==> src/rtl/msr_pkg.sv <==
package msr_pkg;
    localparam int unsigned MSR_LINES  = 4;
    localparam int unsigned SYNC_DEPTH = 2;
    // status line order (also upper-nibble order)
    localparam int unsigned IDX_CTS = 0;
    localparam int unsigned IDX_DSR = 1;
    localparam int unsigned IDX_RI  = 2;
    localparam int unsigned IDX_DCD = 3;
    // modem control bit positions
    localparam int unsigned MCR_DTR  = 0;
    localparam int unsigned MCR_RTS  = 1;
    localparam int unsigned MCR_OUT1 = 2;
    localparam int unsigned MCR_OUT2 = 3;
    // lines detected on trailing (1 -> 0 of asserted level) only
    localparam logic [MSR_LINES-1:0] TRAIL_ONLY = 4'b0100;

    typedef enum logic [1:0] {
        ST_INIT = 2'd0,
        ST_EXT  = 2'd1,
        ST_LOOP = 2'd2
    } msr_mode_e;
endpackage

==> src/rtl/msr_sync.sv <==
module msr_sync #(
    parameter int unsigned WIDTH  = 4,
    parameter int unsigned STAGES = 2
) (
    input  logic             clk,
    input  logic [WIDTH-1:0] d_i,
    output logic [WIDTH-1:0] q_o
);
    logic [WIDTH-1:0] stage_q [STAGES];

    always_ff @(posedge clk) begin
        stage_q[0] <= d_i;
    end

    for (genvar s = 1; s < STAGES; s++) begin : g_stage
        always_ff @(posedge clk) begin
            stage_q[s] <= stage_q[s-1];
        end
    end

    assign q_o = stage_q[STAGES-1];
endmodule

==> src/rtl/msr_src_sel.sv <==
module msr_src_sel
    import msr_pkg::*;
(
    input  logic [MSR_LINES-1:0] pin_n_i,
    input  logic [MSR_LINES-1:0] mcr_i,
    input  logic                 loop_i,
    output logic [MSR_LINES-1:0] level_o
);
    logic [MSR_LINES-1:0] ext_level;
    logic [MSR_LINES-1:0] lpb_level;

    always_comb begin
        ext_level          = ~pin_n_i;
        lpb_level[IDX_CTS] = mcr_i[MCR_RTS];
        lpb_level[IDX_DSR] = mcr_i[MCR_DTR];
        lpb_level[IDX_RI]  = mcr_i[MCR_OUT1];
        lpb_level[IDX_DCD] = mcr_i[MCR_OUT2];
        level_o            = loop_i ? lpb_level : ext_level;
    end
endmodule

==> src/rtl/msr_edge_det.sv <==
module msr_edge_det #(
    parameter int unsigned        WIDTH      = 4,
    parameter logic [WIDTH-1:0]   TRAIL_MASK = '0
) (
    input  logic             clk,
    input  logic             rst_n,
    input  logic             detect_en_i,
    input  logic [WIDTH-1:0] level_i,
    output logic [WIDTH-1:0] evt_o
);
    logic [WIDTH-1:0] prev_q;

    // previous level tracks the live level, also during reset
    always_ff @(posedge clk) begin
        prev_q <= level_i;
    end

    for (genvar k = 0; k < WIDTH; k++) begin : g_bit
        if (TRAIL_MASK[k]) begin : g_trail
            assign evt_o[k] = detect_en_i & prev_q[k] & ~level_i[k];

            // a rising asserted level never raises the trailing flag
            assert_ri_no_lead_R2: assert property (@(posedge clk) disable iff (!rst_n)
                (!prev_q[k] && level_i[k]) |-> !evt_o[k]);
        end else begin : g_toggle
            assign evt_o[k] = detect_en_i & (prev_q[k] ^ level_i[k]);
        end
    end
endmodule

==> src/rtl/msr_flag_bank.sv <==
module msr_flag_bank #(
    parameter int unsigned WIDTH = 4
) (
    input  logic             clk,
    input  logic             rst_n,
    input  logic [WIDTH-1:0] evt_i,
    input  logic [WIDTH-1:0] hold_clr_i,
    input  logic             rd_i,
    output logic [WIDTH-1:0] flag_o
);
    logic [WIDTH-1:0] flag_q;
    logic [WIDTH-1:0] flag_d;
    logic [WIDTH-1:0] keep_evt;

    assign keep_evt = evt_i & ~hold_clr_i;

    always_comb begin
        flag_d = rd_i ? '0 : flag_q;
        flag_d = (flag_d | evt_i) & ~hold_clr_i;
    end

    always_ff @(posedge clk) begin
        if (!rst_n) flag_q <= '0;
        else        flag_q <= flag_d;
    end

    assign flag_o = flag_q;

    // after a read only flags fed by a same-cycle event remain
    assert_clear_on_read_R5: assert property (@(posedge clk) disable iff (!rst_n)
        rd_i |=> ((flag_q & ~$past(evt_i)) == '0));

    // an event is never lost, even when it meets a read
    assert_event_kept_R6: assert property (@(posedge clk) disable iff (!rst_n)
        (keep_evt != '0) |=> ((flag_q & $past(keep_evt)) == $past(keep_evt)));
endmodule

==> src/rtl/modem_status_reg.sv <==
module modem_status_reg
    import msr_pkg::*;
(
    input  logic       clk,
    input  logic       rst_n,
    input  logic       cts_n_i,
    input  logic       dsr_n_i,
    input  logic       ri_n_i,
    input  logic       dcd_n_i,
    input  logic [3:0] mcr_ctl_i,
    input  logic       loop_en_i,
    input  logic       autoflow_en_i,
    input  logic       msi_en_i,
    input  logic       rd_stb_i,
    output logic [7:0] rd_data_o,
    output logic       irq_o
);
    localparam int unsigned W = MSR_LINES;

    msr_mode_e      state_q;
    msr_mode_e      state_d;
    logic           detect_en;
    logic [W-1:0]   pin_raw_n;
    logic [W-1:0]   pin_sync_n;
    logic [W-1:0]   level;
    logic [W-1:0]   evt;
    logic [W-1:0]   hold_clr;
    logic [W-1:0]   flags;

    always_comb begin
        pin_raw_n          = '1;
        pin_raw_n[IDX_CTS] = cts_n_i;
        pin_raw_n[IDX_DSR] = dsr_n_i;
        pin_raw_n[IDX_RI]  = ri_n_i;
        pin_raw_n[IDX_DCD] = dcd_n_i;
    end

    msr_sync #(.WIDTH(W), .STAGES(SYNC_DEPTH)) u_sync (
        .clk (clk),
        .d_i (pin_raw_n),
        .q_o (pin_sync_n)
    );

    msr_src_sel u_sel (
        .pin_n_i (pin_sync_n),
        .mcr_i   (mcr_ctl_i),
        .loop_i  (loop_en_i),
        .level_o (level)
    );

    // mode state register
    always_ff @(posedge clk) begin
        if (!rst_n) state_q <= ST_INIT;
        else        state_q <= state_d;
    end

    // next state
    always_comb begin
        state_d = state_q;
        unique case (state_q)
            ST_INIT: state_d = loop_en_i ? ST_LOOP : ST_EXT;
            ST_EXT:  if (loop_en_i)  state_d = ST_LOOP;
            ST_LOOP: if (!loop_en_i) state_d = ST_EXT;
            default: state_d = ST_INIT;
        endcase
    end

    // outputs of the mode machine
    always_comb begin
        detect_en = 1'b0;
        unique case (state_q)
            ST_INIT: detect_en = 1'b0;
            ST_EXT:  detect_en = !loop_en_i;
            ST_LOOP: detect_en = loop_en_i;
            default: detect_en = 1'b0;
        endcase
    end

    msr_edge_det #(.WIDTH(W), .TRAIL_MASK(TRAIL_ONLY)) u_edge (
        .clk         (clk),
        .rst_n       (rst_n),
        .detect_en_i (detect_en),
        .level_i     (level),
        .evt_o       (evt)
    );

    always_comb begin
        hold_clr          = '0;
        hold_clr[IDX_CTS] = autoflow_en_i;
    end

    msr_flag_bank #(.WIDTH(W)) u_flags (
        .clk        (clk),
        .rst_n      (rst_n),
        .evt_i      (evt),
        .hold_clr_i (hold_clr),
        .rd_i       (rd_stb_i),
        .flag_o     (flags)
    );

    assign rd_data_o = {level, flags};
    assign irq_o     = msi_en_i & (|flags);

    // auto-flow keeps the clear-to-send flag low on the next edge
    assert_autoflow_hold_R7: assert property (@(posedge clk) disable iff (!rst_n)
        autoflow_en_i |=> !rd_data_o[IDX_CTS]);

    // no request while the enable is low
    assert_irq_gated_R8: assert property (@(posedge clk) disable iff (!rst_n)
        !msi_en_i |-> !irq_o);

    // the post-reset cycle raises no flag
    assert_init_quiet_R10: assert property (@(posedge clk) disable iff (!rst_n)
        (state_q == ST_INIT) |=> (flags == '0));

    // a source switch raises no flag on its edge
    assert_switch_quiet_R10: assert property (@(posedge clk) disable iff (!rst_n)
        ((state_q == ST_EXT && loop_en_i) || (state_q == ST_LOOP && !loop_en_i)) && !autoflow_en_i
        |=> ((flags & ~$past(flags)) == '0));
endmodule

==> config.mk <==
export PLATFORM = sky130hd
export DESIGN_NAME = modem_status_reg
export DESIGN_NICKNAME = d
export VERILOG_FILES = /design/src/rtl/msr_pkg.sv /design/src/rtl/msr_sync.sv /design/src/rtl/msr_src_sel.sv /design/src/rtl/msr_edge_det.sv /design/src/rtl/msr_flag_bank.sv /design/src/rtl/modem_status_reg.sv
export SDC_FILE = /design/constraint.sdc
export NUM_CORES = 1
export LEC_CHECK = 0
export ABC_AREA = 1
export BUFFER_PORTS_ARGS = -buffer_cell sky130_fd_sc_hd__buf_4
export CELL_PAD_IN_SITES_DETAIL_PLACEMENT = 1
export CELL_PAD_IN_SITES_GLOBAL_PLACEMENT = 1
export CORE_UTILIZATION = 38
export CTS_BUF_LIST = sky130_fd_sc_hd__clkbuf_8
export CTS_CLUSTER_DIAMETER = 30
export DETAILED_ROUTE_END_ITERATION = 7
export PLACE_DENSITY_LB_ADDON = 0.1
export SKIP_CTS_REPAIR_TIMING = 1
export SLEW_MARGIN = 25
export SYNTH_ARGS = -nofsm -noshare
export SYNTH_HDL_FRONTEND = slang
export SYNTH_SLANG_ARGS = --single-unit
==> constraint.sdc <==
create_clock -name clk -period 1.6 [get_ports clk]
set_clock_uncertainty 0.05 [all_clocks]
set_input_delay 0.32 -clock clk [delete_from_list [all_inputs] [get_ports clk]]
set_output_delay 0.32 -clock clk [all_outputs]
set_load 0.02 [all_outputs]
==> impl_metrics.toml, run 1 <==
[finish]
nets = 120
multiInputGateArea_um2 = 216
fillCellCount = 197
layout_common_cells = "sky130_fd_sc_hd__buf_4, sky130_fd_sc_hd__nand2_1, sky130_fd_sc_hd__dfxtp_1"
layout_commonest_cell = "sky130_fd_sc_hd__buf_4"
final-seq-area_um2 = 360
drive_above_1_share_pct = 28.8
fin_cells = 120
area_growth_from_synthesis_to_layout_pct = 34.0
antenna-diode-count = 0

[global_routing]
grt.total_usage_pct = 17.5
grt_pass1_vias = 583
grt_overflow = 0
number_of_antenna_violations_at_the_first_check_in_global_routing = 0
grt_start_max_net_pins = 12
first_pass_grt_wire_length_um = 2380

[sta]
report.final.slew_viol_count = 0
hold_viol = 0
setup_total_negative_slack_ns = 0
max_slew_margin_pct = 84.6
period_minus_slack_ns = 1.45
timing_worst_slew_pin_value_ns = 0.228
fmax_mhz = 690
setup_viol = 0
whs_ns = 0.123
final_critical_path_setup_slack_ns = 0.152
final.period_utilization_pct = 90.5
rsz0062_at_grt = "false"

[power_and_ir_drop]
powerDensity_nw_per_um2 = 1050
max-vdd-ir-drop_v = 0.000538
leakage_power_nw = 0.447
totalPowerFinal_mw = 0.909

[drt]
drt-total-wl_um = 1360
vias_per_cell = 4.68
drt-initial-drc-count = 3
detail_route.drc_violations = 0
vias_after_detailed_routing = 562
drt_pass1_iterations = 4
antenna_violating_nets_post_route = 0
routed_wirelength_normalized_by_instance_count_um = 11.3

[die]
pin_count = 23
total_die_area_um2 = 1860
initial_utilization_pct = 41.8
fp.dieW_um = 43.2
die_height_um = 43.2
design.core.area_um2 = 1540
floorplan.rows = 14

[clock_tree]
clock_tree_from_tritoncts = "built"
ctsHtreeMaxLevel = 1
cts_made_buffers = 3
numClockSinks = 18
reg_clk_slew_reported_paths_ns = 0.06
cts-root-to-sink-buffers = 2
clk-insertion-delay-late_ns = 0.24
clockRootBuffer = "sky130_fd_sc_hd__clkbuf_8"

[yosys]
synth_cell_types = 14
total_of_flip_flops_plus_latches_after_synthesis = 18
syn_nets = 94
yosys_warns = 0
share_of_synthesized_area_occupied_by_flip_flops_and_latches_pct = 55.9
post_synthesis_instance_area_um2 = 644
gate_count_of_the_mapped_netlist = 80
mapped_avg_cell_area_um2 = 8.05

[worst_setup_path]
timing.critical_path.slowest_cell_delay_ns = 0.33
critPathTopFamily = "simple AND/OR/NAND/NOR gates"
worst-path-max-fanout = 3
cp.required_ns = 1.23
ff2ff_setup_slack_ns = 0.67
cp_cell_sequence = "nor4_1, nor2_1, buf_4"
crit_path_top_delay_cell = "sky130_fd_sc_hd__dfxtp_1"
ws_path_type = "flip-flop to output port"
cp.buffers_inverters = 1
element_type_at_the_critical_path_end = "output port"
critPathArrivalTime_ns = 1.08
reg2regPathDepth = 5
start_kind = "flip-flop"
worstSetupPathDepth = 3

[worst_hold_path]
hold_depth = 1
worstHoldPathType = "input pin to flip-flop"

[place]
numPortBuffers = 22
placer_congestion = 0.763
preCtsSetupSlack_ns = 0.188
place.detailed.hpwl_um = 1070
dp.cells = 117

[flow_run]
drv.max_cap_violation_count = 0

[outcome]
run_status = "finished, final reports clean"
-- flip-flops by register name, indices dropped and copies added, names as in the netlist --
| name | cells |
|---|---|
| u_sync.stage_q | 8 |
| u_flags.flag_o | 4 |
| u_edge.prev_q | 4 |
| state_q | 2 |
-- synth_stat cells --
| cell | instances | area (um^2) |
|---|---|---|
| sky130_fd_sc_hd__nand2_1 | 21 | 78.8 |
| sky130_fd_sc_hd__dfxtp_1 | 18 | 360 |
| sky130_fd_sc_hd__inv_1 | 16 | 60.1 |
| sky130_fd_sc_hd__nand3_1 | 10 | 50.1 |
| sky130_fd_sc_hd__a21oi_1 | 4 | 20.0 |
| sky130_fd_sc_hd__nor2_1 | 3 | 11.3 |
| sky130_fd_sc_hd__buf_4 | 1 | 7.51 |
| sky130_fd_sc_hd__nand2_2 | 1 | 6.26 |
| sky130_fd_sc_hd__nand3_4 | 1 | 17.5 |
| sky130_fd_sc_hd__nor2_2 | 1 | 6.26 |
| sky130_fd_sc_hd__nor4_1 | 1 | 6.26 |
| sky130_fd_sc_hd__o21ai_0 | 1 | 5.00 |
| sky130_fd_sc_hd__o21ai_2 | 1 | 8.76 |
| sky130_fd_sc_hd__or2_2 | 1 | 6.26 |
-- where the power goes --
part           switching, mW  internal [mW]  leakage, nW
clock network          0.132          0.167       0.0216
logic                 0.0671         0.0570        0.275
registers             0.0125          0.474        0.150
-- metrics by stage --
stage / utilization [%] / instance area, um^2
final: 56.0 / 863
after CTS: 56.0 / 863
after floorplan: - / 644
after global routing: 56.0 / 863
after global placement: 53.3 / 822
after detailed placement: 53.3 / 822
-- cell type report --
type / count / share of cell area, %
Tap cell: 16 / 2.32
Multi-Input combinational cell: 45 / 25.1
Clock buffer: 3 / 4.78
Sequential cell: 18 / 41.7
Timing Repair Buffer: 22 / 19.1
Inverter: 16 / 6.96
-- per-layer routing --
| metal | vias to the layer above | track usage [%] | wire length (um) |
|---|---|---|---|
| li1 | 290 | - | - |
| met1 | 244 | 18.7 | 592 |
| met2 | 21 | 29.9 | 644 |
| met3 | 7 | 5.53 | 80 |
| met4 | 0 | 9.70 | 42 |
| met5 | - | 0 | 0 |
-- path summary, 6_finish.rpt --
| kind | startpoint | end |
|---|---|---|
| worst min-delay path | dsr_n_i | u_sync.stage_q[0][1] |
| worst max register to register | state_q[1] | u_flags.flag_o[3] |
| worst min register to register | u_sync.stage_q[0][1] | u_sync.stage_q[0][5] |
| worst max-delay path | u_flags.flag_o[1] | irq_o |
-- kinds of logic after synthesis --
| group | after synthesis | share of synthesized area [%] |
|---|---|---|
| simple gates | 39 | 28.4 |
| flops | 18 | 55.9 |
| compound gates | 6 | 5.24 |
| buf+inv | 17 | 10.5 |
No activity file was read; power rests on OpenSTA's default activity.
==> inputs of run 2 (changes only) <==
CORE_UTILIZATION = 35   (was 38)
CTS_BUF_LIST = not set   (was sky130_fd_sc_hd__clkbuf_8)
==> impl_metrics.toml, run 2 (synthesis results as in run 1) <==
[power_and_ir_drop]
leakage_power_nw = 0.446
net-switching-power_mw = 0.211
power.share.combinational_pct = 14.0
powerDensity_nw_per_um2 = 1010
share_clk_of_total_power_pct = 30.9
totalPowerFinal_mw = 0.880
power.switching_fraction_pct = 24.0
internal_power_mw = 0.669
power.sequential.fraction_pct = 55.1
max-vdd-ir-drop_v = 0.000555

[global_routing]
number_of_antenna_violations_at_the_first_check_in_global_routing = 0
global_route.usage.met3_pct = 6.00
global_route.usage.met2_pct = 28.2
gr-max-usage-layer = "met2"
met1_usage_pct = 19.2
grt.total_usage_pct = 16.8
grt_overflow = 0
first_pass_grt_wire_length_um = 2340
grt_start_max_net_pins = 12
grt_pass1_vias = 572

[flow_run]
drv.max_cap_violation_count = 0

[clock_tree]
numClockSinks = 18
reg_clk_slew_reported_paths_ns = 0.10
clk-insertion-delay-late_ns = 0.29
cts-root-to-sink-buffers = 2
cts_made_buffers = 3
clockRootBuffer = "sky130_fd_sc_hd__clkbuf_4"
ctsHtreeMaxLevel = 1
clock_tree_from_tritoncts = "built"

[finish]
nets = 120
multiInputGateArea_um2 = 216
layout_common_cells = "sky130_fd_sc_hd__buf_4, sky130_fd_sc_hd__nand2_1, sky130_fd_sc_hd__dfxtp_1"
layout_commonest_cell = "sky130_fd_sc_hd__buf_4"
antenna-diode-count = 0
area_growth_from_synthesis_to_layout_pct = 35.0
largest_register_by_flop_count = "u_sync.stage_q"
drive_above_1_share_pct = 29.5
final-seq-area_um2 = 360
largest_reg_flops = 8
fin_cells = 130
fillCellCount = 222

[outcome]
run_status = "finished, final reports clean"

[sta]
final_critical_path_setup_slack_ns = 0.105
rsz0062_at_grt = "false"
final.period_utilization_pct = 93.4
period_minus_slack_ns = 1.49
fmax_mhz = 669
setup_viol = 0
report.final.slew_viol_count = 0
timing_worst_slew_pin_value_ns = 0.268
hold_viol = 0
setup_total_negative_slack_ns = 0
max_slew_margin_pct = 82.0

[worst_setup_path]
crit-reg2reg-capture = "u_flags.flag_o[0]"
crit_path_top_delay_cell = "sky130_fd_sc_hd__dfxtp_1"
reg2regPathDepth = 5
critPathTopFamily = "flip-flops"
critPathArrivalTime_ns = 1.12
rr_startpoint = "state_q[0]"
worst-path-max-fanout = 3
cp.required_ns = 1.23
cp_cell_sequence = "nor4_1, nor2_1, buf_4"
timing.critical_path.slowest_cell_delay_ns = 0.34
element_type_at_the_critical_path_end = "output port"
cp.buffers_inverters = 1
ws_path_type = "flip-flop to output port"
start_kind = "flip-flop"
ff2ff_setup_slack_ns = 0.66

[drt]
drt_pass1_iterations = 2
vias_per_cell = 4.30
vias_after_detailed_routing = 559
detail_route.drc_violations = 0
drt-total-wl_um = 1310
routed_wirelength_normalized_by_instance_count_um = 10.1
antenna_violating_nets_post_route = 0
drt-initial-drc-count = 2

[die]
floorplan.rows = 15
pin_count = 23
design.core.area_um2 = 1730
die_height_um = 44.9
initial_utilization_pct = 37.3
fp.dieW_um = 44.9
total_die_area_um2 = 2020

[worst_hold_path]
worstHoldPathType = "input pin to flip-flop"
hold_depth = 1
hold-path-endpoint = "u_sync.stage_q[0][1]"
start_point_of_the_worst_hold_path = "dsr_n_i"

[place]
placer_congestion = 0.737
dp.cells = 126
preCtsSetupSlack_ns = 0.187
place.detailed.hpwl_um = 1070
numPortBuffers = 22
[run 2: cell count changes in the layout (fill, tap and decap cells not counted)]
cell | previous run | this run
sky130_fd_sc_hd__clkbuf_4 | 0 | 3
sky130_fd_sc_hd__clkbuf_8 | 3 | 1
[run 2: worst max path at each step]
| stage | from | endpoint | slack, ns | depth (start not counted) |
|---|---|---|---|---|
| floorplan | u_flags.flag_o[1] | irq_o | 0.41 | 2 |
| global placement | loop_en_i | rd_data_o[5] | 0.24 | 5 |
| detailed placement | loop_en_i | rd_data_o[7] | 0.19 | 5 |
| CTS | u_flags.flag_o[1] | irq_o | 0.08 | 3 |
| global route | u_flags.flag_o[1] | irq_o | 0.04 | 3 |
| finish | u_flags.flag_o[1] | irq_o | 0.11 | 3 |
[run 2: power groups by stage]
stage	logic [mW]	clock network [mW]	registers (mW)
floorplan	0.0653	0	0.497
detailed placement	0.124	0	0.496
CTS	0.125	0.284	0.486
global route	0.139	0.308	0.489
global placement	0.120	0	0.495
finish	0.123	0.272	0.485
[run 2: cell type report]
class | count | share of cell area (%)
sequential | 18 | 41.4
multi-input combinational | 45 | 24.9
timing repair buffer | 22 | 19.0
inverter | 16 | 6.91
clock buffer | 4 | 4.17
tap | 25 | 3.60
[run 2: metal layers]
| metal | vias to the layer above | wire (um) |
|---|---|---|
| met5 | - | 0 |
| met4 | 0 | 21 |
| met3 | 4 | 86 |
| met2 | 18 | 642 |
| met1 | 242 | 561 |
| li1 | 295 | - |
[run 2: worst register-to-register path: stages, from the launching register on]
cell	delay, ns
sky130_fd_sc_hd__dfxtp_1	0.33
sky130_fd_sc_hd__inv_1	0.10
sky130_fd_sc_hd__nand3_4	0.07
sky130_fd_sc_hd__nand2_2	0.11
sky130_fd_sc_hd__nand3_1	0.09
sky130_fd_sc_hd__a21oi_1	0.13
[run 2: through the flow]
step | hold WS, ns | area [um^2] | util [%]
2_1_floorplan | 0.260 | 644 | -
3_3_place_gp | 0.261 | 833 | 48.3
3_5_place_dp | 0.267 | 833 | 48.3
4_1_cts | 0.0690 | 870 | 50.4
5_1_grt | 0.0507 | 870 | 50.4
6_report | 0.0750 | 870 | 50.4
